<file path="src/rtl/xct_pkg.sv">
// Package: shared types for the transfer count tracker.
// Assumes: nothing beyond IEEE 1800-2017.
package xct_pkg;

    // Action applied to the current count in one cycle.
    typedef enum logic [1:0] {
        ACT_HOLD   = 2'd0,
        ACT_DEC    = 2'd1,
        ACT_RELOAD = 2'd2,
        ACT_LOAD   = 2'd3
    } cnt_act_e;

endpackage

</file>
<file path="src/rtl/xct_byte_grouper.sv">
// Module: xct_byte_grouper
// Gathers byte strobes into groups of GROUP_BYTES and pulses grp_done on
// the strobe that completes a group.
// Assumes: position returns to zero whenever the enable is low.
module xct_byte_grouper #(
    parameter int GROUP_BYTES = 4
) (
    input  logic clk,
    input  logic rst_n,
    input  logic run_en,
    input  logic byte_stb,
    output logic grp_done
);
    localparam int POS_W = (GROUP_BYTES > 1) ? $clog2(GROUP_BYTES) : 1;
    localparam logic [POS_W-1:0] LAST_POS = POS_W'(GROUP_BYTES - 1);

    generate
        if (GROUP_BYTES == 1) begin : g_single
            // Every enabled strobe completes a group.
            assign grp_done = run_en && byte_stb;
        end else begin : g_multi
            logic [POS_W-1:0] pos_q;

            // Completion pulse on the last byte of a group.
            assign grp_done = run_en && byte_stb && (pos_q == LAST_POS);

            // Track byte position within the current group.
            always_ff @(posedge clk) begin
                if (!rst_n || !run_en) begin
                    pos_q <= '0;
                end else if (byte_stb) begin
                    pos_q <= (pos_q == LAST_POS) ? '0 : pos_q + 1'b1;
                end
            end
        end
    endgenerate

endmodule

</file>
<file path="src/rtl/xct_count_ctrl.sv">
// Module: xct_count_ctrl
// Decides the action on the current count each cycle and flags a wrap.
// Assumes: host writes are honoured only while the enable is low; base
// write takes priority over current write.
module xct_count_ctrl
    import xct_pkg::*;
(
    input  logic     run_en,
    input  logic     grp_done,
    input  logic     curr_zero,
    input  logic     wr_base,
    input  logic     wr_curr,
    output cnt_act_e curr_act,
    output logic     base_load,
    output logic     wrap
);
    // Select the current-count action and base load for this cycle.
    always_comb begin
        curr_act  = ACT_HOLD;
        base_load = 1'b0;
        wrap      = 1'b0;
        if (!run_en) begin
            if (wr_base) begin
                base_load = 1'b1;
                curr_act  = ACT_LOAD;
            end else if (wr_curr) begin
                curr_act  = ACT_LOAD;
            end
        end else if (grp_done) begin
            if (curr_zero) begin
                curr_act = ACT_RELOAD;
                wrap     = 1'b1;
            end else begin
                curr_act = ACT_DEC;
            end
        end
    end

endmodule

</file>
<file path="src/rtl/xct_count_regs.sv">
// Module: xct_count_regs
// Holds the base and current counts and applies the chosen action.
// Assumes: the action and base load come from xct_count_ctrl.
module xct_count_regs
    import xct_pkg::*;
#(
    parameter int COUNT_W = 16
) (
    input  logic               clk,
    input  logic               rst_n,
    input  cnt_act_e           curr_act,
    input  logic               base_load,
    input  logic [COUNT_W-1:0] wr_data,
    output logic [COUNT_W-1:0] base_q,
    output logic [COUNT_W-1:0] curr_q,
    output logic               curr_zero
);
    assign curr_zero = (curr_q == '0);

    // Base count register: changes only on an accepted host base write.
    always_ff @(posedge clk) begin
        if (!rst_n) begin
            base_q <= '0;
        end else if (base_load) begin
            base_q <= wr_data;
        end
    end

    // Current count register: load, decrement or reload per action.
    always_ff @(posedge clk) begin
        if (!rst_n) begin
            curr_q <= '0;
        end else begin
            unique case (curr_act)
                ACT_LOAD:   curr_q <= wr_data;
                ACT_DEC:    curr_q <= curr_q - 1'b1;
                ACT_RELOAD: curr_q <= base_q;
                default:    curr_q <= curr_q;
            endcase
        end
    end

endmodule

</file>
<file path="src/rtl/xct_irq_latch.sv">
// Module: xct_irq_latch
// Sticky interrupt flag: set by a wrap, cleared by an acknowledge.
// Assumes: a set in the same cycle as an acknowledge wins.
module xct_irq_latch (
    input  logic clk,
    input  logic rst_n,
    input  logic set_i,
    input  logic ack_i,
    output logic flag_q
);
    // Hold, set or clear the flag.
    always_ff @(posedge clk) begin
        if (!rst_n) begin
            flag_q <= 1'b0;
        end else if (set_i) begin
            flag_q <= 1'b1;
        end else if (ack_i) begin
            flag_q <= 1'b0;
        end
    end

endmodule

</file>
<file path="src/rtl/xfer_count_tracker.sv">
// Module: xfer_count_tracker (top)
// Tracks circular DMA buffer progress in groups of bytes. The current
// count steps down once per group, and the group after zero reloads the
// count from the base and raises a sticky interrupt.
// Assumes: the host touches the counts only while run_en is low.
module xfer_count_tracker
    import xct_pkg::*;
#(
    parameter int COUNT_W     = 16,
    parameter int GROUP_BYTES = 4
) (
    input  logic               clk,
    input  logic               rst_n,
    input  logic               run_en,
    input  logic               byte_stb,
    input  logic               wr_base,
    input  logic               wr_curr,
    input  logic [COUNT_W-1:0] wr_data,
    input  logic               irq_ack,
    output logic [COUNT_W-1:0] base_count,
    output logic [COUNT_W-1:0] curr_count,
    output logic               irq_flag
);
    logic     grp_done;
    logic     curr_zero;
    logic     base_load;
    logic     wrap;
    cnt_act_e curr_act;

    xct_byte_grouper #(.GROUP_BYTES(GROUP_BYTES)) u_grouper (
        .clk      (clk),
        .rst_n    (rst_n),
        .run_en   (run_en),
        .byte_stb (byte_stb),
        .grp_done (grp_done)
    );

    xct_count_ctrl u_ctrl (
        .run_en    (run_en),
        .grp_done  (grp_done),
        .curr_zero (curr_zero),
        .wr_base   (wr_base),
        .wr_curr   (wr_curr),
        .curr_act  (curr_act),
        .base_load (base_load),
        .wrap      (wrap)
    );

    xct_count_regs #(.COUNT_W(COUNT_W)) u_regs (
        .clk       (clk),
        .rst_n     (rst_n),
        .curr_act  (curr_act),
        .base_load (base_load),
        .wr_data   (wr_data),
        .base_q    (base_count),
        .curr_q    (curr_count),
        .curr_zero (curr_zero)
    );

    xct_irq_latch u_irq (
        .clk    (clk),
        .rst_n  (rst_n),
        .set_i  (wrap),
        .ack_i  (irq_ack),
        .flag_q (irq_flag)
    );

endmodule

</file>
<file path="config.mk">
export PLATFORM = sky130hd
export DESIGN_NAME = xfer_count_tracker
export DESIGN_NICKNAME = d
export VERILOG_FILES = /design/src/rtl/xct_pkg.sv /design/src/rtl/xct_byte_grouper.sv /design/src/rtl/xct_count_ctrl.sv /design/src/rtl/xct_count_regs.sv /design/src/rtl/xct_irq_latch.sv /design/src/rtl/xfer_count_tracker.sv
export SDC_FILE = /design/constraint.sdc
export NUM_CORES = 1
export LEC_CHECK = 0
export ABC_CLOCK_PERIOD_IN_PS = 4200
export BUFFER_PORTS_ARGS = -buffer_cell sky130_fd_sc_hd__buf_4
export CORE_ASPECT_RATIO = 0.6
export CORE_UTILIZATION = 45
export CTS_CLUSTER_DIAMETER = 100
export DETAILED_ROUTE_END_ITERATION = 10
export GPL_TIMING_DRIVEN = 0
export PLACE_DENSITY = 0.8
export SYNTH_ARGS = -nofsm -noshare
export SYNTH_HDL_FRONTEND = slang
export SYNTH_SLANG_ARGS = --single-unit
</file>
<file path="constraint.sdc">
create_clock -name clk -period 4.2 [get_ports clk]
set_input_delay 0.42 -clock clk [delete_from_list [all_inputs] [get_ports clk]]
set_output_delay 0.42 -clock clk [all_outputs]
set_load 0.005 [all_outputs]
</file>
### After elaboration in Yosys (flattened, before gate mapping)

Cells that the tools add are included.
Widths: inputs -> output; s select.

| operators by class | value |
|---|---|
| add/subtract/negate cells | 2 |
| eq/ne operators | 4 |
| mux-type cells | 14 |
| reductions and logical operators | 8 |

Operators with widths:

| operator | count |
|---|---|
| $pmux 16 s3 | 1 |
| $logic_not 16->1 | 1 |
| $sub 16x1->16 const B | 1 |
| $mux 2 | 6 |
| $mux 1 | 7 |
| $eq 2x2->1 const B | 3 |
| $reduce_bool 3->1 | 1 |
| $add 2x1->2 const B | 1 |
| $eq 2x1->1 const B | 1 |
| $logic_and 1x1->1 | 2 |
| $logic_not 1->1 | 2 |
| $reduce_bool 2->1 | 1 |
| $logic_or 1x1->1 | 1 |

| word-level totals | value |
|---|---|
| bits in registers | 35 |
| input port bits | 23 |
| output and inout port bits | 33 |
| word-level logic and storage cells | 32 |

### Logic depth before layout (Yosys ltp)

| depth | value |
|---|---|
| word-level depth | 6 |
| gate-level depth with buffers | 14 |
| depth with buffers taken out | 11 |

### Hierarchy

A second synthesis with hierarchy kept.

| unflattened totals | value |
|---|---|
| cell total of the unflattened synthesis | 251 |
| area, all modules | 2,058.2 um^2 |

By module, submodules not included:

| module | instances | cells an instance | area each (um^2) | sequential area each (um^2) |
|---|---|---|---|---|
| xct_count_regs | 1 | 231 | 1,870.5 | 640.6 |
| xct_byte_grouper | 1 | 10 | 100.1 | 40.0 |
| xct_count_ctrl | 1 | 7 | 46.3 | 0.0 |
| xct_irq_latch | 1 | 3 | 41.3 | 20.0 |

### Worst setup path after synthesis

OpenSTA, ideal clock, no wires.

| path | value |
|---|---|
| kind | register to register |
| start | reg u_regs.curr_q[0] |
| end | reg u_regs.curr_q[10] |
| library setup time | 0.074 ns |
| arrival | 3.453 ns |
| data required time | 4.126 ns |
| slack | 0.673 ns |
| cell stages (with the launch flop) | 14 |
| path buffers | 4 |
| period minus slack after synthesis | 3.527 ns |
| cells stage by stage | dfxtp_1 inv_1 ha_1 or4b_1 clkbuf_2 or4b_4 or3_4 a21oi_2 ha_1 clkbuf_1 clkbuf_1 clkbuf_1 o221ai_1 a31oi_1 |

| on the way | value |
|---|---|
| word-level cells in the longest chain between the ends | 6 |
| elaborated cells between the ends (all ways) | 10 |
| those cells by class | 1 x add/sub; 3 x eq/ne; 4 x mux; 2 x reduce/logical |

RTL lines:

| item | line | text |
|---|---|---|
| start, declared | xct_count_regs.sv:15 | `output logic [COUNT_W-1:0] curr_q,` |
| start signal, assigned | xct_count_regs.sv:35 | `ACT_LOAD: curr_q <= wr_data;` |
| start signal, assigned | xct_count_regs.sv:36 | `ACT_DEC: curr_q <= curr_q - 1'b1;` |
| start signal, assigned | xct_count_regs.sv:37 | `ACT_RELOAD: curr_q <= base_q;` |
| $logic_not 16->1 | xct_count_regs.sv:18 | `assign curr_zero = (curr_q == '0);` |
| $mux 2 | xct_count_ctrl.sv:30 | `if (curr_zero) begin` |
| $mux 2 | xct_count_ctrl.sv:29 | `end else if (grp_done) begin` |
| $mux 2 | xct_count_ctrl.sv:22 | `if (!run_en) begin` |
| $eq 2x2->1 / $eq 2x1->1 (equally long branches) | xct_count_regs.sv:34 | `unique case (curr_act)` |
| $pmux 16 s3 / $reduce_bool 3->1 (equally long branches) | - |  |

Several ways; a longest one is shown, not always the timed one.
A chain may end at the register's enable or synchronous reset.

### Final worst setup path

| path | value |
|---|---|
| start | reg u_regs.curr_q[0] |
| end | reg u_regs.curr_q[5] |

The elaborated chain is that of the path after synthesis.

==> flow_summary_export.csv <==
group,metric,value,unit
sta,rsz0062_at_grt,"false",
routing,ant_nets,0,
routing,drtIter0Drc,359,
sta,fin_worst_skew,0.00761,ns
global_route,grtUsageTotal,0.267,
clock_tree,tritoncts,"done",
cells_and_area,area_delta_synth_final,27.6,%
sta,drv_slew,0,
worst_hold_path,hp-class,"input port to flop",
critical_path,r2r_setup_slack,0.19,ns
routing,vias_per_cell,5.86,
global_route,grt_max_degree,14,
clock_tree,clock-sinks,35,
critical_path,end_kind,"flop",
yosys,synth_area,0.00213,mm²
routing,wire_per_inst,16.7,µm
global_route,grt_busiest_layer,"met1",
sta,fmax,249,MHz
floorplan,ioPinCount,56,
critical_path,r2r-end,"u_regs.curr_q[5]$_SDFFE_PN0P_",
yosys,netlist_instances,278,
routing,vias,2349,
global_route,gr-usage-met3,0.0799,
clock_tree,cts-root-buf,"clkbuf_8",
cells_and_area,nNetsFinal,368,
sta,tns,0,ns
power_and_ir_drop,power.total,914,µW
clock_tree,postCtsSetupBuffers,0,
placed_design,place.gp.congestion,0.905,
yosys,synth_most_common_cell,"nand2_1",
floorplan,die-width,90.8,µm
yosys,yosys_warnings,0,
global_route,grt_use_met1,0.427,
placed_design,place_ws,0.0407,ns
sta,setup_ws,0.190,ns
placed_design,dpl-instance-area,0.00262,mm²
yosys,synth.largest_area_cell,"dfxtp_1",
critical_path,endpoint,"u_regs.curr_q[5]$_SDFFE_PN0P_",
sta,fin_crit_sh,0.955,
yosys,yosys-top-cells-count,"nand2_1 (49), dfxtp_1 (35), a21boi_0 (26), clkbuf_1 (20), nor2_1 (16)",
yosys,synth_top_area_frac,0.329,
floorplan,die-area,0.00502,mm²
critical_path,worstPathMaxFanout,10,
floorplan,core,0.00432,mm²
critical_path,cp-start-kind,"flop",
yosys,seq_area_frac_synth,0.329,
sta,finalSetupViolCount,0,
global_route,use_met2,0.335,
placed_design,dp.cells,393,
yosys,synth-async-reset-ratio,0,
clock_tree,path_clk_slew,0.08,ns
critical_path,crit_type,"flop to flop",
critical_path,r2r_cells,12,
yosys,synth-seq-cells,35,
floorplan,die_h,55.3,µm
floorplan,start_util,0.492,
global_route,antenna_found_initial,0,
cells_and_area,drive_above_1_share,0.243,
routing,drcViolationCount,0,
floorplan,rows,18,
global_route,grt_pass1_wl,10500,µm
clock_tree,cts.path.max_buffers,2,
yosys,synth_area_leaders,"dfxtp_1 (33%), a21boi_0 (9.2%), nand2_1 (8.6%)",
sta,slew-limit-headroom,0.569,
yosys,syn_avg_cell_area,7.66,µm²
critical_path,cp.arrival,4.18,ns
yosys,synth_edf_count,0,
critical_path,r2r-start,"u_regs.curr_q[0]$_SDFFE_PN0P_",
sta,hold_viol_final,0,
run_status,outcome,"complete, no violations",
clock_tree,numCtsBuffers,5,
sta,timing.final.crit_period,4.01,ns
sta,worst_pin_slew,0.637,ns
job,timing.max_cap.violations,0,
cells_and_area,stdcell_count,401,
critical_path,worstPathRequired,4.37,ns
yosys,synth_ff_type,"dfxtp_1",
clock_tree,worst_skew_pair.late_latency,0.29,ns
cells_and_area,design_area,0.00272,mm²
yosys,synth_nets,306,
global_route,grt_overflow,0,
power_and_ir_drop,power_density,337,mW/mm²
placed_design,hpwlAfterDp,5040,µm
yosys,ys_types,53,
placed_design,io_buffers,55,
power_and_ir_drop,p_leak,0.00110,µW
routing,wl,6680,µm
global_route,first_global_vias,1986,
routing,first_pass_iters,5,
cells_and_area,num_antenna_cells,0,
critical_path,critPathLaunch,"u_regs.curr_q[0]$_SDFFE_PN0P_",
power_and_ir_drop,vdd_ir_drop_max,0.161,mV
clock_tree,h-tree-depth,2,
==> layout make-up <==
type	count	area (µm²)
flip-flops and latches	35	701
clock inverters	3	25.0
repair buffers	55	413
inverters	7	26.3
plain buffers	23	101
well taps	60	75.1
multi-input cells	213	1310
clock buffers	5	68.8
fillers	396	1610
==> routing by layer <==
| metal | vias to the layer above | part of all wire |
|---|---|---|
| met5 | - | 0 |
| met2 | 156 | 0.39 |
| met4 | 0 | 0.015 |
| li1 | 1123 | - |
| met1 | 1054 | 0.47 |
| met3 | 16 | 0.13 |
==> cells by family after synthesis <==
logic type,after synthesis,synth area share
AO/OA/AOI/OAI,83,0.281
adder cells (fa/ha/maj),5,0.0294
multiplexers,3,0.0147
buffers and inverters,30,0.0576
XOR/XNOR,1,0.00412
flip-flops,35,0.329
AND/OR/NAND/NOR,121,0.284
==> registers in the layout (all words and copies together), names as in the netlist <==
register,count
u_regs.base_q,16
u_regs.curr_q,16
u_grouper.g_multi.pos_q,2
u_irq.flag_q,1
==> through the flow <==
step / hold WS [ns] / util
floorplan: 0.465 / -
global placement: 0.472 / 0.605
detailed placement: 0.477 / 0.605
CTS: 0.397 / 0.627
global route: 0.405 / 0.628
finish: 0.393 / 0.628
==> worst min-delay path by stage <==
stage	from	to	slack [ns]	cells past startpoint
after CTS	irq_ack	u_irq.flag_q$_SDFFE_PN0P_	0.40	3
after global placement	u_regs.base_q[5]$_SDFFE_PN0P_	u_regs.base_q[5]$_SDFFE_PN0P_	0.47	2
after detailed placement	u_regs.base_q[5]$_SDFFE_PN0P_	u_regs.base_q[5]$_SDFFE_PN0P_	0.48	2
final	irq_ack	u_irq.flag_q$_SDFFE_PN0P_	0.39	3
after floorplan	u_grouper.g_multi.pos_q[1]$_SDFFE_PP0P_	u_grouper.g_multi.pos_q[1]$_SDFFE_PP0P_	0.46	2
after global routing	irq_ack	u_irq.flag_q$_SDFFE_PN0P_	0.41	3
==> timing repair <==
item,CTS,global route
hold buffers,0,0
gates resized for setup,0,8
setup endpoints to repair,0,13
==> cell usage in the layout (no fill, tap or decap), types with 7 or more instances in the layout <==
cell type  instances
clkbuf_1          16
nand2b_1           9
nor2_1            16
nand3_1            8
nand2_1           49
nor3_1            10
a21boi_0          26
o21ai_0           14
dfxtp_1           35
inv_1              7
a21oi_1            8
nor4_1             7
buf_4             55
==> where the power goes <==
group	switching (µW)	internal [µW]
sequential	32.8	355
combinational	149	121
clock	137	119
==> critical path: stages (launching register included) <==
cell	delay [ns]
dfxtp_1	0.35
inv_1	0.09
ha_1	0.22
or4b_1	0.44
clkbuf_2	0.19
or4b_4	0.58
or3_4	0.38
a21oi_2	0.20
ha_1	0.20
clkbuf_1	0.38
clkbuf_1	0.44
a21oi_1	0.09
o31a_1	0.34
No activity file was read; power rests on OpenSTA's default activity.
